===== config.mk =====
export PLATFORM = sky130hd
export DESIGN_NAME = bus_idle_gap
export DESIGN_NICKNAME = d
export VERILOG_FILES = /design/src/rtl/bus_idle_pkg.sv /design/src/rtl/idle_cfg_reg.sv /design/src/rtl/idle_gap_rule.sv /design/src/rtl/idle_countdown.sv /design/src/rtl/bus_idle_gap.sv
export SDC_FILE = /design/constraint.sdc
export NUM_CORES = 1
export LEC_CHECK = 0
export ABC_AREA = 1
export BUFFER_PORTS_ARGS = -buffer_cell sky130_fd_sc_hd__buf_2
export CORE_ASPECT_RATIO = 0.75
export CORE_MARGIN = 3
export CORE_UTILIZATION = 50
export CTS_CLUSTER_DIAMETER = 50
export DETAILED_ROUTE_END_ITERATION = 10
export GPL_ROUTABILITY_DRIVEN = 0
export GPL_TIMING_DRIVEN = 0
export PLACE_DENSITY = 0.8
export REMOVE_ABC_BUFFERS = 1
export SLEW_MARGIN = 20
export SYNTH_ARGS = -nofsm -noshare
export SYNTH_HDL_FRONTEND = slang
export SYNTH_HIERARCHICAL = 1
export SYNTH_SLANG_ARGS = --single-unit

===== constraint.sdc =====
create_clock -name clk -period 1.5 [get_ports clk]
set_input_delay 0.075 -clock clk [delete_from_list [all_inputs] [get_ports clk]]
set_output_delay 0.075 -clock clk [all_outputs]
set_load 0.005 [all_outputs]

===== src/rtl/bus_idle_pkg.sv =====
package bus_idle_pkg;
  localparam int AREA_W = 3;
  localparam int CODE_W = 3;
  localparam int CNT_W  = 4;

  typedef struct packed {
    logic [AREA_W-1:0] area;
    logic              write;
    logic              dma_dev;
    logic              mpx;
  } acc_t;

  // Codes below four are linear; above, steps of three cycles.
  function automatic logic [CNT_W-1:0] code_to_cycles(input logic [CODE_W-1:0] c);
    int v;
    v = int'(c);
    if (v < 4) return CNT_W'(v);
    else       return CNT_W'(3 * v - 6);
  endfunction
endpackage


===== src/rtl/idle_cfg_reg.sv =====
module idle_cfg_reg #(
  parameter int REG_W = 32,
  parameter int USED  = 24
) (
  input  logic             clk,
  input  logic             rst_n,
  input  logic             we,
  input  logic [REG_W-1:0] wdata,
  output logic [REG_W-1:0] rdata,
  output logic [USED-1:0]  fields
);
  logic [USED-1:0] q, q_nxt;

  always_comb begin
    q_nxt = q;
    if (we) q_nxt = wdata[USED-1:0];
  end

  always_ff @(posedge clk or negedge rst_n) begin
    if (!rst_n) q <= '1;
    else        q <= q_nxt;
  end

  assign fields = q;
  assign rdata  = {{(REG_W-USED){1'b0}}, q};


  cfg_hold_chk: assert property (@(posedge clk) disable iff (!rst_n)
    !we |=> $stable(rdata));
endmodule


===== src/rtl/idle_gap_rule.sv =====
module idle_gap_rule
  import bus_idle_pkg::*;
#(
  parameter int NUM_AREAS = 7,
  parameter int USED      = 24
) (
  input  logic              clk,
  input  logic              rst_n,
  input  logic [USED-1:0]   fields,
  input  logic              done_vld,
  input  acc_t              done_acc,
  input  acc_t              prev_acc,
  input  logic [AREA_W-1:0] req_area,
  input  logic              req_write,
  output logic [CNT_W-1:0]  load_cnt,
  output logic              gap_needed
);
  logic [CODE_W-1:0] area_code [NUM_AREAS];
  logic [CODE_W-1:0] dma_code;
  logic [CODE_W-1:0] sel_code;
  logic [CNT_W-1:0]  base_cnt;

  for (genvar g = 0; g < NUM_AREAS; g++) begin : g_area
    assign area_code[g] = fields[g*CODE_W +: CODE_W];
  end
  assign dma_code = fields[NUM_AREAS*CODE_W +: CODE_W];

  always_comb begin
    sel_code = '0;
    if (done_acc.dma_dev) begin
      sel_code = dma_code;
    end else begin
      for (int i = 0; i < NUM_AREAS; i++)
        if (int'(done_acc.area) == i) sel_code = area_code[i];
    end
    base_cnt = code_to_cycles(sel_code);
    load_cnt = base_cnt;
    if (done_acc.mpx && base_cnt == '0) load_cnt = CNT_W'(1);
  end

  always_comb begin
    gap_needed = 1'b0;
    if (req_area != prev_acc.area)             gap_needed = 1'b1;
    else if (!prev_acc.write && req_write)     gap_needed = 1'b1;
  end


  mpx_min_chk: assert property (@(posedge clk) disable iff (!rst_n)
    done_vld && done_acc.mpx |-> load_cnt != '0);
endmodule


===== src/rtl/idle_countdown.sv =====
module idle_countdown
  import bus_idle_pkg::*;
(
  input  logic             clk,
  input  logic             rst_n,
  input  logic             load,
  input  logic [CNT_W-1:0] load_cnt,
  input  acc_t             load_acc,
  output logic [CNT_W-1:0] left,
  output acc_t             prev_acc,
  output logic             have_prev
);
  logic [CNT_W-1:0] left_nxt;
  acc_t             prev_nxt;
  logic             have_nxt;

  always_comb begin
    left_nxt = left;
    prev_nxt = prev_acc;
    have_nxt = have_prev;
    if (load) begin
      left_nxt = load_cnt;
      prev_nxt = load_acc;
      have_nxt = 1'b1;
    end else if (left != '0) begin
      left_nxt = left - CNT_W'(1);
    end
  end

  always_ff @(posedge clk or negedge rst_n) begin
    if (!rst_n) begin
      left      <= '0;
      prev_acc  <= '0;
      have_prev <= 1'b0;
    end else begin
      left      <= left_nxt;
      prev_acc  <= prev_nxt;
      have_prev <= have_nxt;
    end
  end


  left_dec_chk: assert property (@(posedge clk) disable iff (!rst_n)
    !load && left != '0 |=> left == $past(left) - CNT_W'(1));

  zero_hold_chk: assert property (@(posedge clk) disable iff (!rst_n)
    !load && left == '0 |=> left == '0);
endmodule


===== src/rtl/bus_idle_gap.sv =====
module bus_idle_gap
  import bus_idle_pkg::*;
#(
  parameter int NUM_AREAS = 7,
  parameter int REG_W     = 32
) (
  input  logic              clk,
  input  logic              rst_n,
  input  logic              cfg_we,
  input  logic [REG_W-1:0]  cfg_wdata,
  output logic [REG_W-1:0]  cfg_rdata,
  input  logic              done_vld,
  input  logic [AREA_W-1:0] done_area,
  input  logic              done_write,
  input  logic              done_dma_dev,
  input  logic              done_mpx,
  input  logic              req_vld,
  input  logic [AREA_W-1:0] req_area,
  input  logic              req_write,
  output logic              start
);
  localparam int USED = (NUM_AREAS + 1) * CODE_W;

  logic             rst_m, rst_s;
  logic [USED-1:0]  fields;
  acc_t             done_acc, prev_acc;
  logic [CNT_W-1:0] load_cnt, left;
  logic             gap_needed, have_prev;

  always_ff @(posedge clk or negedge rst_n) begin
    if (!rst_n) begin
      rst_m <= 1'b0;
      rst_s <= 1'b0;
    end else begin
      rst_m <= 1'b1;
      rst_s <= rst_m;
    end
  end

  assign done_acc = '{area: done_area, write: done_write,
                      dma_dev: done_dma_dev, mpx: done_mpx};

  idle_cfg_reg #(.REG_W(REG_W), .USED(USED)) u_cfg (
    .clk(clk), .rst_n(rst_s), .we(cfg_we), .wdata(cfg_wdata),
    .rdata(cfg_rdata), .fields(fields));

  idle_gap_rule #(.NUM_AREAS(NUM_AREAS), .USED(USED)) u_rule (
    .clk(clk), .rst_n(rst_s), .fields(fields), .done_vld(done_vld),
    .done_acc(done_acc), .prev_acc(prev_acc), .req_area(req_area),
    .req_write(req_write), .load_cnt(load_cnt), .gap_needed(gap_needed));

  idle_countdown u_cnt (
    .clk(clk), .rst_n(rst_s), .load(done_vld), .load_cnt(load_cnt),
    .load_acc(done_acc), .left(left), .prev_acc(prev_acc),
    .have_prev(have_prev));

  assign start = req_vld && !done_vld &&
                 (!have_prev || !gap_needed || left == '0);


  start_vs_done_chk: assert property (@(posedge clk) disable iff (!rst_s)
    done_vld |-> !start);

  cfg_write_count_chk: assert property (@(posedge clk) disable iff (!rst_s)
    cfg_we && !done_vld && left != '0 |=> left == $past(left) - CNT_W'(1));
endmodule


==> flow_metrics.py, run 1 <==
metrics = {
    "run_status": {
        "status": "finished with violations",
        "failed_checks": "negative setup slack",
    },
    "cts": {
        "cts_inserted_buffers": 5,
        "cts_sinks": 35,
        "root_buffer": "clkbuf_8",
        "cts_max_path_buffers": 2,
        "cts_tree": "done",
        "clock_latency_ps": 280,
        "clk_pin_slew_worst_paths_ps": 70,
        "htreeDepth": 2,
    },
    "finish": {
        "final_util": 0.674,
        "final_layout_size_suffix_gt1_frac": 0.419,
        "antenna_cells": 0,
        "syn_to_final_growth_pct": 26.2,
        "layout.nets": 410,
        "fin_cells": 413,
    },
    "worst_setup_path": {
        "cpMaxStageDelayCell": "dfstp_2",
        "cp_top_family": "simple AND/OR/NAND/NOR gates",
        "critPathLaunch": "u_cfg/fields[8]",
        "rr_startpoint": "u_cfg/fields[8]",
        "critPathKind": "reg2reg",
        "critPathCaptureType": "flip-flop",
        "crit_chain": "o211ai_1 -> nand3_1 -> nand2_1 -> nand3_2 -> nand2_4 -> nand2_4 -> inv_4 -> ha_4 -> inv_2 -> ha_4 -> xor2_2 -> a21oi_2 -> nor2_1 -> nand2_1 -> nand2_1 -> nand2_1 -> o21ai_1 -> nand2_1 -> o21ai_1",
        "cp-start-kind": "flip-flop",
        "critPathBufInv": 2,
        "critPathMostFrequentCell": "nand2_1",
        "cp_data_required_time_ps": 1660,
        "slowest_delay_ps": 540,
        "path_max_fanout": 2,
        "cp.arrival_ps": 2470,
    },
    "grt": {
        "track_usage": 0.196,
        "met1_usage": 0.248,
        "top_usage_layer": "met2",
        "grt_pass1_vias": 1888,
        "grt-ovfl-total": 0,
        "use_met3": 0.0438,
        "grt_pass1_wl_um": 8440,
        "grt_max_degree": 34,
        "antenna_found_initial": 0,
        "grt_use_met2": 0.333,
    },
    "sta": {
        "setup_viol": 4,
        "setup_slack_ps": -802,
        "final.setup.tns_ps": -2360,
        "post-route-period-util": 1.53,
        "max_freq_mhz": 434,
        "skew_ps": 3.71,
        "slew_viol_final": 0,
        "min_period_ps": 2300,
        "relSlewSlack": 0.542,
        "final_hold_viol_count": 0,
        "rsz0062_at_grt": "true",
        "tightest_slew_ps": 687,
    },
    "floorplan": {
        "design.core.area_um2": 4180,
        "fp-row-count": 20,
        "initial_core_util": 0.534,
        "die_y_um": 63.9,
        "boundaryPins": 80,
        "die_area_um2": 5310,
        "die_w_um": 83.2,
    },
    "place": {
        "dp_hpwl_um": 3220,
        "dp_slack_ps": -1020,
        "dpl.cell_count": 366,
        "place.port_buffers": 63,
    },
    "route": {
        "drc": 0,
        "first_pass_iters": 5,
        "wl_um": 4940,
        "vias": 1893,
        "antenna_left": 0,
        "wire_per_inst_um": 12.0,
        "routed_via_density": 4.58,
        "drt-initial-drc-count": 97,
    },
    "synth": {
        "yosys_warnings": 6,
        "netlist_instances": 280,
        "netlist_area_um2": 2230,
        "avgSynthCellArea_um2": 7.98,
    },
    "job": {
        "cap_violations": 0,
    },
    "power": {
        "p_int_mw": 1.82,
        "vdd_ir_drop_max_mv": 0.616,
        "powerDensity_nw_per_um2": 961,
        "cellLeakagePower_nw": 1.51,
        "switching_share": 0.327,
        "p_clk_frac": 0.243,
        "p_comb_frac": 0.307,
        "total_power_mw": 2.71,
        "seqPwrFrac": 0.450,
        "p_switching_uw": 885,
    },
    "min_path": {
        "worst_hold_path_type": "in2async",
    },
}
[registers in the layout (all words and copies together), names as in the netlist]
name / cells
rst_m: 1
u_cnt/prev_acc: 4
u_cnt/have_prev: 1
rst_s: 1
u_cnt/left: 4
u_cfg/fields: 24
[worst reg2reg max path: cells and delay by family, from the launching register on]
| kind | cells | cell delay [ps] |
|---|---|---|
| xor+xnor | 1 | 140 |
| buf+inv | 2 | 80 |
| simple gates | 10 | 670 |
| compound gates | 4 | 350 |
| flops | 1 | 540 |
| fa+ha+maj | 2 | 400 |
[power groups by stage]
stage               logic, mW  registers, mW  clock network (mW)
floorplan               0.438           1.22                   0
global placement        0.626           1.24                   0
detailed placement      0.653           1.24                   0
CTS                     0.789           1.22               0.675
global route            0.933           1.24               0.731
finish                  0.830           1.22               0.658
[repair_timing]
action                                 4_1_cts  5_1_grt
pin swaps                                   24       10
resized for setup                           13        4
setup endpoints to repair                    4        5
hold buffers                                26        0
endpoints found under the hold margin       27        0
setup buffers                               10        3
[worst paths after layout]
kind                                     end  slack (ps)  cells after the start
max                            u_cnt/left[0]        -800                     19
max in group asynchronous  u_cnt/prev_acc[4]         740                      0
min reg2reg                    u_cnt/left[0]         330                      0
min in group clk           u_cnt/prev_acc[5]         110                      3
max reg2reg                    u_cnt/left[0]        -800                     19
min                                    rst_m         100                      2
[cell type report]
cell class,instances,area [um2]
flip-flops and latches,35,907
fillers,323,1360
repair buffers,102,673
clock buffers,6,72.6
multi-input cells,185,966
well taps,55,68.8
clock inverters,2,12.5
inverters,28,118
[placed cells by master, fill, tap and decap left out, types with 4 or more instances in the layout]
| cell | instances |
|---|---|
| inv_2 | 9 |
| nand2_1 | 105 |
| nor2_1 | 12 |
| clkbuf_8 | 5 |
| dfrtp_1 | 10 |
| nand3_1 | 10 |
| buf_4 | 13 |
| conb_1 | 9 |
| nand2_2 | 13 |
| inv_1 | 15 |
| nand4_1 | 4 |
| a21oi_2 | 5 |
| dfstp_2 | 24 |
| dlygate4sd3_1 | 26 |
| buf_2 | 63 |
[per-layer routing]
layer	routed length, um	up-vias
li1	-	972
met1	2240	855
met2	2350	59
met3	298	7
met4	58	0
met5	0	-
[through the flow]
stage	instance area (um2)	hold slack, ps
6_report	2820	103
5_1_grt	2820	110
4_1_cts	2780	90.3
3_5_place_dp	2320	-136
3_3_place_gp	2320	-138
2_1_floorplan	1930	-221
(Power assumes the default switching activity.)
==> run 2: changes to the inputs <==
Settings changed: ABC_AREA 1 to default.
==> flow_metrics.py, run 2 <==
metrics = {
    "floorplan": {
        "design.core.area_um2": 4180,
        "die_area_um2": 5330,
        "die_w_um": 83.3,
        "fp-row-count": 20,
        "initial_core_util": 0.536,
        "die_y_um": 64.0,
        "boundaryPins": 80,
    },
    "power": {
        "p_int_mw": 2.02,
        "p_clk_frac": 0.214,
        "total_power_mw": 2.87,
        "p_switching_uw": 850,
        "vdd_ir_drop_max_mv": 0.499,
        "seqPwrFrac": 0.437,
        "p_comb_frac": 0.349,
        "powerDensity_nw_per_um2": 1120,
        "switching_share": 0.296,
        "cellLeakagePower_nw": 1.22,
    },
    "cts": {
        "root_buffer": "clkbuf_8",
        "clock_latency_ps": 280,
        "clk_pin_slew_worst_paths_ps": 70,
        "htreeDepth": 2,
        "cts_inserted_buffers": 5,
        "cts_tree": "done",
        "cts_max_path_buffers": 2,
        "cts_sinks": 35,
    },
    "worst_setup_path": {
        "cp.arrival_ps": 2560,
        "cpMaxStageDelayCell": "dfstp_2",
        "cp_data_required_time_ps": 1710,
        "rr_endpoint": "u_cnt/left[0]",
        "critPathCaptureType": "flip-flop",
        "slowest_delay_ps": 550,
        "cp-start-kind": "flip-flop",
        "critPathBufInv": 2,
        "crit_chain": "mux2i_2 -> o31ai_2 -> o22ai_1 -> a22oi_2 -> inv_2 -> ha_4 -> inv_4 -> ha_4 -> nor4b_4 -> nand2_1 -> o311ai_1 -> nand2_1 -> o21ai_2",
        "r2r_setup_slack_ps": -850,
        "worstRegToRegCells": 13,
        "cp_top_family": "compound AO/OA/AOI/OAI gates",
        "rr_startpoint": "u_cfg/fields[8]",
        "path_max_fanout": 3,
        "critPathKind": "reg2reg",
    },
    "route": {
        "drt-initial-drc-count": 50,
        "first_pass_iters": 4,
        "vias": 1428,
        "wl_um": 4120,
        "antenna_left": 0,
        "drc": 0,
        "routed_via_density": 4.94,
        "wire_per_inst_um": 14.2,
    },
    "finish": {
        "layout_common_cells": "buf_2, dfstp_2, mux2_4",
        "layout.nets": 287,
        "antenna_cells": 0,
        "largest_reg_flops": 24,
        "final_common_cell": "buf_2",
        "final_layout_size_suffix_gt1_frac": 0.658,
        "syn_to_final_growth_pct": 14.6,
    },
    "grt": {
        "grt_pass1_wl_um": 7030,
        "grt_max_degree": 34,
        "track_usage": 0.167,
        "grt_pass1_vias": 1454,
        "antenna_found_initial": 0,
        "met1_usage": 0.222,
        "use_met3": 0.0490,
        "grt_use_met2": 0.276,
        "top_usage_layer": "met2",
        "grt-ovfl-total": 0,
    },
    "sta": {
        "skew_ps": 8.90,
        "setup_viol": 5,
        "timing.hold.ws_ps": 30.9,
        "slew_viol_final": 0,
        "tightest_slew_ps": 717,
        "relSlewSlack": 0.522,
        "setup_slack_ps": -849,
        "rsz0062_at_grt": "true",
        "max_freq_mhz": 426,
        "final_hold_viol_count": 0,
        "final.setup.tns_ps": -2880,
        "min_period_ps": 2350,
        "post-route-period-util": 1.57,
    },
    "synth": {
        "avgSynthCellArea_um2": 12.1,
        "netlist_instances": 185,
        "yosys_warnings": 6,
        "netlist_area_um2": 2240,
    },
    "run_status": {
        "status": "finished with violations",
        "failed_checks": "negative setup slack",
    },
    "min_path": {
        "whs_path_depth": 2,
        "min_from": "cfg_wdata[19]",
        "min_to": "u_cfg/fields[19]",
        "worst_hold_path_type": "in2reg",
    },
    "job": {
        "cap_violations": 0,
    },
    "place": {
        "place.port_buffers": 63,
        "dp_hpwl_um": 3030,
    },
}
## run 2: worst max path at each step
stage / startpoint / endpoint / cells past startpoint
floorplan: u_cfg/fields[8] / u_cnt/left[0] / 13
global placement: u_cfg/fields[8] / u_cnt/left[0] / 13
detailed placement: u_cfg/fields[8] / u_cnt/left[0] / 13
CTS: u_cfg/fields[8] / u_cnt/left[0] / 14
global route: u_cfg/fields[8] / u_cnt/left[0] / 13
finish: u_cfg/fields[8] / u_cnt/left[0] / 13
## run 2: final cells by class
class	instances	area (um2)
inverters	11	43.8
fillers	353	1610
flip-flops and latches	35	908
clock buffers	7	76.3
repair buffers	75	412
multi-input cells	106	1060
well taps	55	68.8
## run 2: power groups by stage
| stage | Combinational, mW | Clock (mW) | Sequential (mW) |
|---|---|---|---|
| CTS | 0.910 | 0.646 | 1.27 |
| global placement | 0.786 | 0 | 1.27 |
| finish | 1.00 | 0.616 | 1.26 |
| global route | 1.09 | 0.685 | 1.28 |
| floorplan | 0.562 | 0 | 1.25 |
| detailed placement | 0.817 | 0 | 1.28 |
## run 2: what timing repair did
item	4_1_cts	5_1_grt
pin swaps	12	6
setup buffers	8	4
endpoints found under the hold margin	2	0
endpoints found under the setup margin	5	5
hold buffers	1	0
gates resized for setup	10	8
gates cloned	0	0
## run 2: per-stage QoR
stage | setup slack (ps) | instance area [um2] | utilization | cells
6_report | -849 | 2570 | 0.614 | 289
5_1_grt | -1010 | 2570 | 0.614 | 289
4_1_cts | -832 | 2500 | 0.599 | 285
3_5_place_dp | -1110 | 2310 | 0.553 | 270
3_3_place_gp | -1050 | 2310 | 0.552 | 270
2_1_floorplan | -873 | 1920 | - | 152
## run 2: layer usage
layer	part of all wire	up-vias
li1	-	698
met1	0.46	679
met2	0.47	49
met3	0.071	2
met4	0.0032	0
met5	0	-
## run 2: worst register-to-register path, cell delays in order (launching register included)
cell and delay (ps):
dfstp_2 550, mux2i_2 80, o31ai_2 190, o22ai_1 130
a22oi_2 200, inv_2 80, ha_4 280, inv_4 30
ha_4 210, nor4b_4 210, nand2_1 80, o311ai_1 90
nand2_1 100, o21ai_2 60
